$ cat src/rtl/rtp_pkg.sv
package rtp_pkg;
  localparam int DEF_STAGES = 8;
  localparam int DEF_CYCLES = 8;

  function automatic int idx_w(input int n);
    return (n > 1) ? $clog2(n) : 1;
  endfunction
endpackage

$ cat src/rtl/rtp_table.sv
module rtp_table #(
  parameter int STAGES = rtp_pkg::DEF_STAGES,
  parameter int CYCLES = rtp_pkg::DEF_CYCLES,
  localparam int SW    = rtp_pkg::idx_w(STAGES),
  localparam int LW    = CYCLES - 1
) (
  input  logic                           clk,
  input  logic                           rst_n,
  input  logic                           wr_en,
  input  logic [SW-1:0]                  wr_stage,
  input  logic [CYCLES-1:0]              wr_row,
  input  logic                           wr_allow,
  output logic [STAGES-1:0][CYCLES-1:0]  tbl_q,
  output logic [LW-1:0]                  icv_q,
  output logic                           stale_q,
  output logic                           wr_taken
);
  // unsafe spacings of one row: distance between any two marks
  function automatic logic [LW-1:0] row_forbid(input logic [CYCLES-1:0] row);
    logic [LW-1:0] m;
    m = '0;
    for (int a = 0; a < CYCLES; a++)
      for (int b = a + 1; b < CYCLES; b++)
        if (row[a] && row[b]) m[b-a-1] = 1'b1;
    return m;
  endfunction

  function automatic logic [LW-1:0] table_forbid(input logic [STAGES-1:0][CYCLES-1:0] t);
    logic [LW-1:0] m;
    m = '0;
    for (int s = 0; s < STAGES; s++) m = m | row_forbid(t[s]);
    return m;
  endfunction

  assign wr_taken = wr_en & wr_allow;

  for (genvar s = 0; s < STAGES; s++) begin : g_row
    always_ff @(posedge clk) begin
      if (!rst_n)
        tbl_q[s] <= '0;
      else if (wr_taken && (wr_stage == SW'(s)))
        tbl_q[s] <= wr_row;
    end
  end

  always_ff @(posedge clk) begin
    if (!rst_n) begin
      icv_q   <= '0;
      stale_q <= 1'b0;
    end else begin
      icv_q   <= table_forbid(tbl_q);
      stale_q <= wr_taken;
    end
  end
endmodule

$ cat src/rtl/rtp_cvec.sv
module rtp_cvec #(
  parameter int CYCLES = rtp_pkg::DEF_CYCLES,
  localparam int LW    = CYCLES - 1
) (
  input  logic          clk,
  input  logic          rst_n,
  input  logic          req,
  input  logic          hold,
  input  logic [LW-1:0] icv,
  output logic          gnt,
  output logic          head_blocked,
  output logic [LW-1:0] cv_q
);
  function automatic logic [LW-1:0] advance(input logic [LW-1:0] cv,
                                            input logic          take,
                                            input logic [LW-1:0] init);
    logic [LW-1:0] sh;
    sh = cv >> 1;
    return take ? (sh | init) : sh;
  endfunction

  assign head_blocked = cv_q[0];
  assign gnt          = req & ~hold & ~head_blocked;

  always_ff @(posedge clk) begin
    if (!rst_n) cv_q <= '0;
    else        cv_q <= advance(cv_q, gnt, icv);
  end
endmodule

$ cat src/rtl/rtp_track.sv
module rtp_track #(
  parameter int STAGES = rtp_pkg::DEF_STAGES,
  parameter int CYCLES = rtp_pkg::DEF_CYCLES,
  localparam int HW    = CYCLES - 1
) (
  input  logic                          clk,
  input  logic                          rst_n,
  input  logic                          gnt,
  input  logic [STAGES-1:0][CYCLES-1:0] tbl,
  output logic [STAGES-1:0]             busy,
  output logic                          idle,
  output logic                          collision
);
  logic [HW-1:0]     hist_q;  // bit k: task started k+1 cycles ago
  logic [CYCLES-1:0] age;     // bit a: task started a cycles ago
  logic [STAGES-1:0] over;

  assign age  = {hist_q, gnt};
  assign idle = ~|hist_q;

  always_ff @(posedge clk) begin
    if (!rst_n) hist_q <= '0;
    else        hist_q <= (hist_q << 1) | HW'(gnt);
  end

  for (genvar s = 0; s < STAGES; s++) begin : g_stage
    assign busy[s] = |(age & tbl[s]);
    assign over[s] = $countones(age & tbl[s]) > 1;
  end

  assign collision = |over;
endmodule

$ cat src/rtl/rtp_init_ctrl.sv
module rtp_init_ctrl #(
  parameter int STAGES = rtp_pkg::DEF_STAGES,
  parameter int CYCLES = rtp_pkg::DEF_CYCLES,
  localparam int SW    = rtp_pkg::idx_w(STAGES),
  localparam int LW    = CYCLES - 1
) (
  input  logic              clk,
  input  logic              rst_n,
  input  logic              init_req,
  output logic              init_gnt,
  input  logic              tbl_we,
  input  logic [SW-1:0]     tbl_stage,
  input  logic [CYCLES-1:0] tbl_row,
  output logic [STAGES-1:0] stage_busy
);
  logic [STAGES-1:0][CYCLES-1:0] tbl_q;
  logic [LW-1:0]                 icv_q;
  logic [LW-1:0]                 cv_q;
  logic                          stale_q;
  logic                          wr_taken;
  logic                          idle;
  logic                          hold;
  logic                          head_blocked;
  logic                          collision;

  assign hold = tbl_we | stale_q;

  rtp_table #(.STAGES(STAGES), .CYCLES(CYCLES)) u_table (
    .clk      (clk),
    .rst_n    (rst_n),
    .wr_en    (tbl_we),
    .wr_stage (tbl_stage),
    .wr_row   (tbl_row),
    .wr_allow (idle),
    .tbl_q    (tbl_q),
    .icv_q    (icv_q),
    .stale_q  (stale_q),
    .wr_taken (wr_taken)
  );

  rtp_cvec #(.CYCLES(CYCLES)) u_cvec (
    .clk          (clk),
    .rst_n        (rst_n),
    .req          (init_req),
    .hold         (hold),
    .icv          (icv_q),
    .gnt          (init_gnt),
    .head_blocked (head_blocked),
    .cv_q         (cv_q)
  );

  rtp_track #(.STAGES(STAGES), .CYCLES(CYCLES)) u_track (
    .clk       (clk),
    .rst_n     (rst_n),
    .gnt       (init_gnt),
    .tbl       (tbl_q),
    .busy      (stage_busy),
    .idle      (idle),
    .collision (collision)
  );
endmodule

$ cat config.mk
export PLATFORM = sky130hd
export DESIGN_NAME = rtp_init_ctrl
export DESIGN_NICKNAME = d
export VERILOG_FILES = /design/src/rtl/rtp_pkg.sv /design/src/rtl/rtp_table.sv /design/src/rtl/rtp_cvec.sv /design/src/rtl/rtp_track.sv /design/src/rtl/rtp_init_ctrl.sv
export SDC_FILE = /design/constraint.sdc
export NUM_CORES = 1
export LEC_CHECK = 0
export ABC_AREA = 1
export CAP_MARGIN = 30
export CORE_MARGIN = 3
export CORE_UTILIZATION = 35
export CTS_CLUSTER_SIZE = 8
export DETAILED_ROUTE_END_ITERATION = 7
export GPL_TIMING_DRIVEN = 0
export PLACE_DENSITY_LB_ADDON = 0.05
export SYNTH_ARGS = -nofsm -noshare
export SYNTH_HDL_FRONTEND = slang
export SYNTH_HIERARCHICAL = 1
export SYNTH_SLANG_ARGS = --single-unit
$ cat constraint.sdc
create_clock -name clk -period 1.5 [get_ports clk]
set_input_delay 0.225 -clock clk [delete_from_list [all_inputs] [get_ports clk]]
set_output_delay 0.225 -clock clk [all_outputs]
set_load 0.03 [all_outputs]
==> results of run 1 <==
==> report_power, final <==
group | switching (mW) | internal (mW)
registers | 0.166 | 2.36
logic | 0.410 | 0.270
clock network | 1.05 | 1.31
total | 1.62 | 3.94
==> cells in the final DEF, fill, tap and decap left out, types with 5 or more instances in the layout <==
master / instances
nand2_1: 232
nor2_1: 129
dfxtp_1: 82
inv_1: 57
o21ai_2: 56
o21ai_0: 53
a21oi_1: 32
buf_6: 23
nand4_1: 18
clkbuf_16: 16
inv_2: 13
nand2_4: 12
a21oi_2: 12
clkdlybuf4s50_1: 11
buf_4: 11
ha_1: 9
o21ai_1: 8
nand2_2: 7
nand3_1: 7
buf_8: 7
nor2_4: 5
nor2_2: 5
o22ai_1: 5
ha_2: 5
==> how the worst max path moves through the flow <==
stage                     from       endpoint  slack [ns]
2_1_floorplan  u_table/stale_q  stage_busy[4]       -0.21
3_3_place_gp            tbl_we  stage_busy[2]       -1.13
3_5_place_dp            tbl_we  stage_busy[4]       -1.15
4_1_cts        u_table/stale_q  stage_busy[3]       -0.57
5_1_grt        u_table/stale_q  stage_busy[4]       -0.63
6_report       u_table/stale_q  stage_busy[4]       -0.53
==> registers in the layout, indices dropped and copies added (netlist names) <==
register / cells
u_cvec/cv_q: 7
u_table/stale_q: 1
u_track/hist_q: 7
u_table/icv_q: 7
u_table/tbl_q: 64
==> per-layer routing <==
metal,wire length [um],GRT usage,part of all wire,up-vias
li1,-,-,-,2672
met4,790,0.0989,0.039,0
met3,1350,0.0362,0.067,56
met5,0,0,0,-
met1,8880,0.335,0.44,2621
met2,9090,0.388,0.45,237
==> area by class of cell <==
class	count	area, sq um
timing repair buffer	51	629
sequential	86	1730
tap	176	220
inverter	74	283
fill	1408	6950
clock inverter	7	78.8
multi-input combinational	608	3230
buffer	23	216
clock buffer	9	225
==> timing repair <==
item	in CTS	in global routing
endpoints found under the setup margin	76	75
pin swaps	12	34
gates cloned	2	7
buffers inserted	11	10
resized for setup	75	132
hold buffers	0	0
==> worst min-delay path, delay by kind of cell <==
family	cells	cell delay [ns]
buf+inv	1	0.27
simple gates	2	0.20
==> impl_metrics.json, run 1 <==
{
  "status": "complete, but fails checks",
  "violations": "setup timing",
  "wire_per_inst_um": 19.5,
  "placed_cells": 990,
  "slowest_stage": "dfxtp_1",
  "hold_class": "in -> reg",
  "nets": 884,
  "critical_path.top_delay_family": "simple AND/OR/NAND/NOR gates",
  "worst_ep_arrival_time_ns": 1.81,
  "path_cells": "inv_1 -> nand2_1 -> inv_2 -> nand2_2 -> nor2_4 -> buf_6 -> nand2_4 -> ha_4 -> and3_4 -> nand4_1 -> buf_6",
  "grt_pass1_wl_um": 29500,
  "cp_common_cell": "buf_6",
  "antennaDiodeCount": 0,
  "period_minus_slack_ns": 2.03,
  "cts-buffers-inserted": 9,
  "die_h_um": 125,
  "fin_area_sq_um": 6610,
  "p_per_area_nw_per_um2": 842,
  "finalSetupViolCount": 73,
  "dieArea_sq_um": 15600,
  "ant_nets": 0,
  "hold_slack_ns": 0.398,
  "cp.required_ns": 1.27,
  "clock.fmax_ghz": 0.492,
  "clock_latency_ns": 0.36,
  "post_drt_via_cell_ratio": 5.40,
  "fin_util": 0.487,
  "routed_wl_um": 20100,
  "drv_cap": 0,
  "clk_pin_slew_worst_paths_ns": 0.06,
  "start_util": 0.366,
  "placement.io_buffers": 23,
  "final_hold_viol_count": 0,
  "drv_slew": 0,
  "die_w_um": 125,
  "ir_drop_v": 0.000660,
  "cp.depth": 11,
  "coreArea_sq_um": 13600,
  "drive_gt1_frac": 0.237,
  "num_vias": 5586,
  "path_class": "reg -> out",
  "hpwl_um": 13700,
  "whs_endpoint": "u_table/stale_q",
  "cts_tree": "built",
  "regToRegStartpoint": "u_track/hist_q[0]",
  "antenna_found_initial": 0,
  "grt.overflow.total": 0,
  "fin_skew_ns": 0.0121,
  "path_buf_inv": 4,
  "syn_nets": 822,
  "setup_ws_ns": -0.531,
  "hp-start": "tbl_we",
  "postPlaceCellArea_sq_um": 5490,
  "cts-root-buf": "clkbuf_16",
  "crit_path_end_kind": "primary output",
  "hold_depth": 3,
  "cpPeakStageDelay_ns": 0.30,
  "r2r-end": "u_table/tbl_q[20]",
  "p_total_mw": 5.57,
  "drt_iter0_markers": 497,
  "syn_area_per_cell_sq_um": 6.27,
  "cts_max_path_buffers": 2,
  "ioPinCount": 24,
  "worst_r2r_path_depth": 10,
  "cts.sinks": 86,
  "worst_pin_slew_ns": 0.749,
  "rsz0062_at_grt": "yes",
  "grt_pass1_vias": 5094,
  "leakage_nw": 2.96,
  "cp_max_fo": 5,
  "cts_max_level": 3,
  "synthesis.area_sq_um": 4960,
  "drtPass1Iterations": 5,
  "grt.total_usage": 0.245,
  "drc": 0,
  "num_rows": 42,
  "fin_setup_tns_ns": -22.23,
  "critPathLaunchType": "flip-flop",
  "synthCells": 791,
  "relSlewSlack": 0.501,
  "regToRegSetupSlack_ns": -0.34,
  "post-route-period-util": 1.35,
  "grt_start_max_net_pins": 17,
  "syn2layout_area_growth_pct": 33.2,
  "synth_warnings": 6,
  "gp_congestion": 0.938,
  "place_ws_ns": -1.15,
  "finalNonFillerCells": 1034
}
Note: power is estimated with default switching activity, not from simulation.
==> run 2, diff against run 1 <==
--- a/config.mk
+++ b/config.mk
@@ -5,9 +5,8 @@
 export SDC_FILE = /design/constraint.sdc
 export NUM_CORES = 1
 export LEC_CHECK = 0
-export ABC_AREA = 1
 export CAP_MARGIN = 30
-export CORE_MARGIN = 3
+export CORE_MARGIN = 10
 export CORE_UTILIZATION = 35
 export CTS_CLUSTER_SIZE = 8
 export DETAILED_ROUTE_END_ITERATION = 7
==> run 2 against run 1 <==
  * The flow still finishes with violations (setup timing)
  * Via count fell by 9.9%
  * Power is 3.5% lower
  * Register-to-register slack got worse by 0.35 ns
  * Critical endpoint is now stage_busy[3]
  * Combinational power down 27%
  * Largest power group unchanged
==> impl_metrics.json, run 2 <==
{
  "clk_pin_slew_worst_paths_ns": 0.06,
  "synthesis.area_sq_um": 4570,
  "ir_drop_v": 0.000430,
  "drtPass1Iterations": 6,
  "routed_wl_um": 19800,
  "antenna_found_initial": 0,
  "cts_max_level": 3,
  "met2_usage": 0.340,
  "busiest_layer": "met2",
  "drv_cap": 0,
  "ant_nets": 0,
  "layout_commonest_cell": "nand2_1",
  "clock_latency_ns": 0.35,
  "cts-buffers-inserted": 9,
  "path_class": "reg -> out",
  "fin_setup_tns_ns": -41.84,
  "synth_warnings": 6,
  "ioPinCount": 24,
  "slowest_stage": "or3b_1",
  "path_cells": "or2_1 -> or3b_1 -> buf_6 -> inv_8 -> clkbuf_16 -> nand2_2 -> ha_2 -> nand2_1 -> nand4b_1 -> buf_6",
  "start_util": 0.359,
  "gp_congestion": 0.948,
  "fin_area_sq_um": 6020,
  "p_total_mw": 5.37,
  "grt_pass1_vias": 4875,
  "grt.overflow.total": 0,
  "die_w_um": 134,
  "crit_path_end_kind": "primary output",
  "drc": 0,
  "final_cell_mix": "87 x nand2_1, 73 x dfxtp_1, 67 x o21ai_0",
  "pwr-share-seq": 0.453,
  "cpPeakStageDelay_ns": 0.36,
  "cts.sinks": 86,
  "switchingPower_mw": 1.39,
  "coreArea_sq_um": 12700,
  "drt_iter0_markers": 643,
  "place_ws_ns": -1.52,
  "cp_common_cell": "buf_6",
  "leakage_nw": 2.14,
  "final_hold_viol_count": 0,
  "antennaDiodeCount": 0,
  "drive_gt1_frac": 0.255,
  "cts-root-buf": "clkbuf_16",
  "grt_start_max_net_pins": 15,
  "intPower_mw": 3.98,
  "placed_cells": 789,
  "cp.required_ns": 1.27,
  "post-route-period-util": 1.53,
  "max_flop_register": "u_table/tbl_q",
  "largest_reg_flops": 64,
  "finalSetupViolCount": 75,
  "clockPowerShare": 0.454,
  "grt_pass1_wl_um": 29700,
  "hpwl_um": 13200,
  "setup_ws_ns": -0.791,
  "status": "complete, but fails checks",
  "post_drt_via_cell_ratio": 6.14,
  "dieArea_sq_um": 18000,
  "syn_nets": 633,
  "wire_per_inst_um": 24.2,
  "num_rows": 41,
  "hold_class": "in -> reg",
  "syn2layout_area_growth_pct": 31.8,
  "placement.io_buffers": 15,
  "worst_ep_arrival_time_ns": 2.07,
  "grt.total_usage": 0.215,
  "switching_share": 0.259,
  "nets": 674,
  "violations": "setup timing",
  "die_h_um": 134,
  "p_comb_frac": 0.093,
  "cts_hold_buf": 0,
  "met1_usage": 0.269,
  "cp_max_fo": 5,
  "relSlewSlack": 0.556,
  "p_per_area_nw_per_um2": 893,
  "cts_max_path_buffers": 2,
  "cts_tree": "built",
  "postPlaceCellArea_sq_um": 5120,
  "worst_pin_slew_ns": 0.666,
  "fin_skew_ns": 0.00795,
  "rsz0062_at_grt": "yes",
  "drv_slew": 0,
  "finalNonFillerCells": 820,
  "path_buf_inv": 4,
  "num_vias": 5033,
  "critical_path.top_delay_family": "simple AND/OR/NAND/NOR gates",
  "synthCells": 602,
  "clock.fmax_ghz": 0.437,
  "use_met3": 0.0601,
  "critPathLaunchType": "flip-flop",
  "period_minus_slack_ns": 2.29,
  "syn_area_per_cell_sq_um": 7.58
}
## run 2: power groups by stage
stage / sequential (mW) / clock (mW) / combinational (mW)
6_report: 2.44 / 2.44 / 0.498
5_1_grt: 2.44 / 2.57 / 0.531
4_1_cts: 2.43 / 2.48 / 0.475
3_5_place_dp: 2.48 / 0 / 0.347
3_3_place_gp: 2.48 / 0 / 0.344
2_1_floorplan: 2.42 / 0 / 0.223
## run 2: metal layers
| layer | routed length, um | up-vias |
|---|---|---|
| li1 | - | 2273 |
| met4 | 526 | 0 |
| met1 | 8470 | 2440 |
| met2 | 9070 | 275 |
| met3 | 1790 | 45 |
| met5 | 0 | - |
## run 2: path summary, 6_finish.rpt
kind                                         from                 to  slack, ns  depth (start not counted)
worst max-delay path              u_table/stale_q      stage_busy[3]      -0.79                         10
worst min-delay path                   tbl_row[5]  u_table/tbl_q[45]       0.38                          3
worst max register to register  u_track/hist_q[1]   u_table/tbl_q[7]      -0.69                          7
worst min register to register     u_cvec/cv_q[2]     u_cvec/cv_q[1]       0.43                          2
## run 2: worst register-to-register path, cell delays in order (launching register included)
cell	delay, ns
dfxtp_4	0.34
or4_4	0.54
nor4_4	0.13
buf_4	0.18
nand3b_4	0.14
or3_4	0.46
mux2i_1	0.18
nor2_1	0.08
## run 2: per-stage QoR
step,util,hold WS (ns)
6_report,0.473,0.375
5_1_grt,0.473,0.383
4_1_cts,0.460,0.329
3_5_place_dp,0.403,0.420
3_3_place_gp,0.403,0.418
2_1_floorplan,-,0.352
## run 2: cell type report
type | instances | area [sq um]
sequential | 86 | 1740
buffer | 32 | 208
multi-input combinational | 470 | 3110
fill | 1300 | 6710
tap | 172 | 215
clock inverter | 5 | 82.6
inverter | 10 | 45.0
timing repair buffer | 34 | 378
clock buffer | 11 | 233
## run 2: what timing repair did
item                                    4_1_cts  5_1_grt
setup buffers                                17        3
hold endpoints to repair                      0        0
endpoints found under the setup margin       78       80
resized for setup                           162       73
cloned                                        4        0
pin swaps                                    21       42
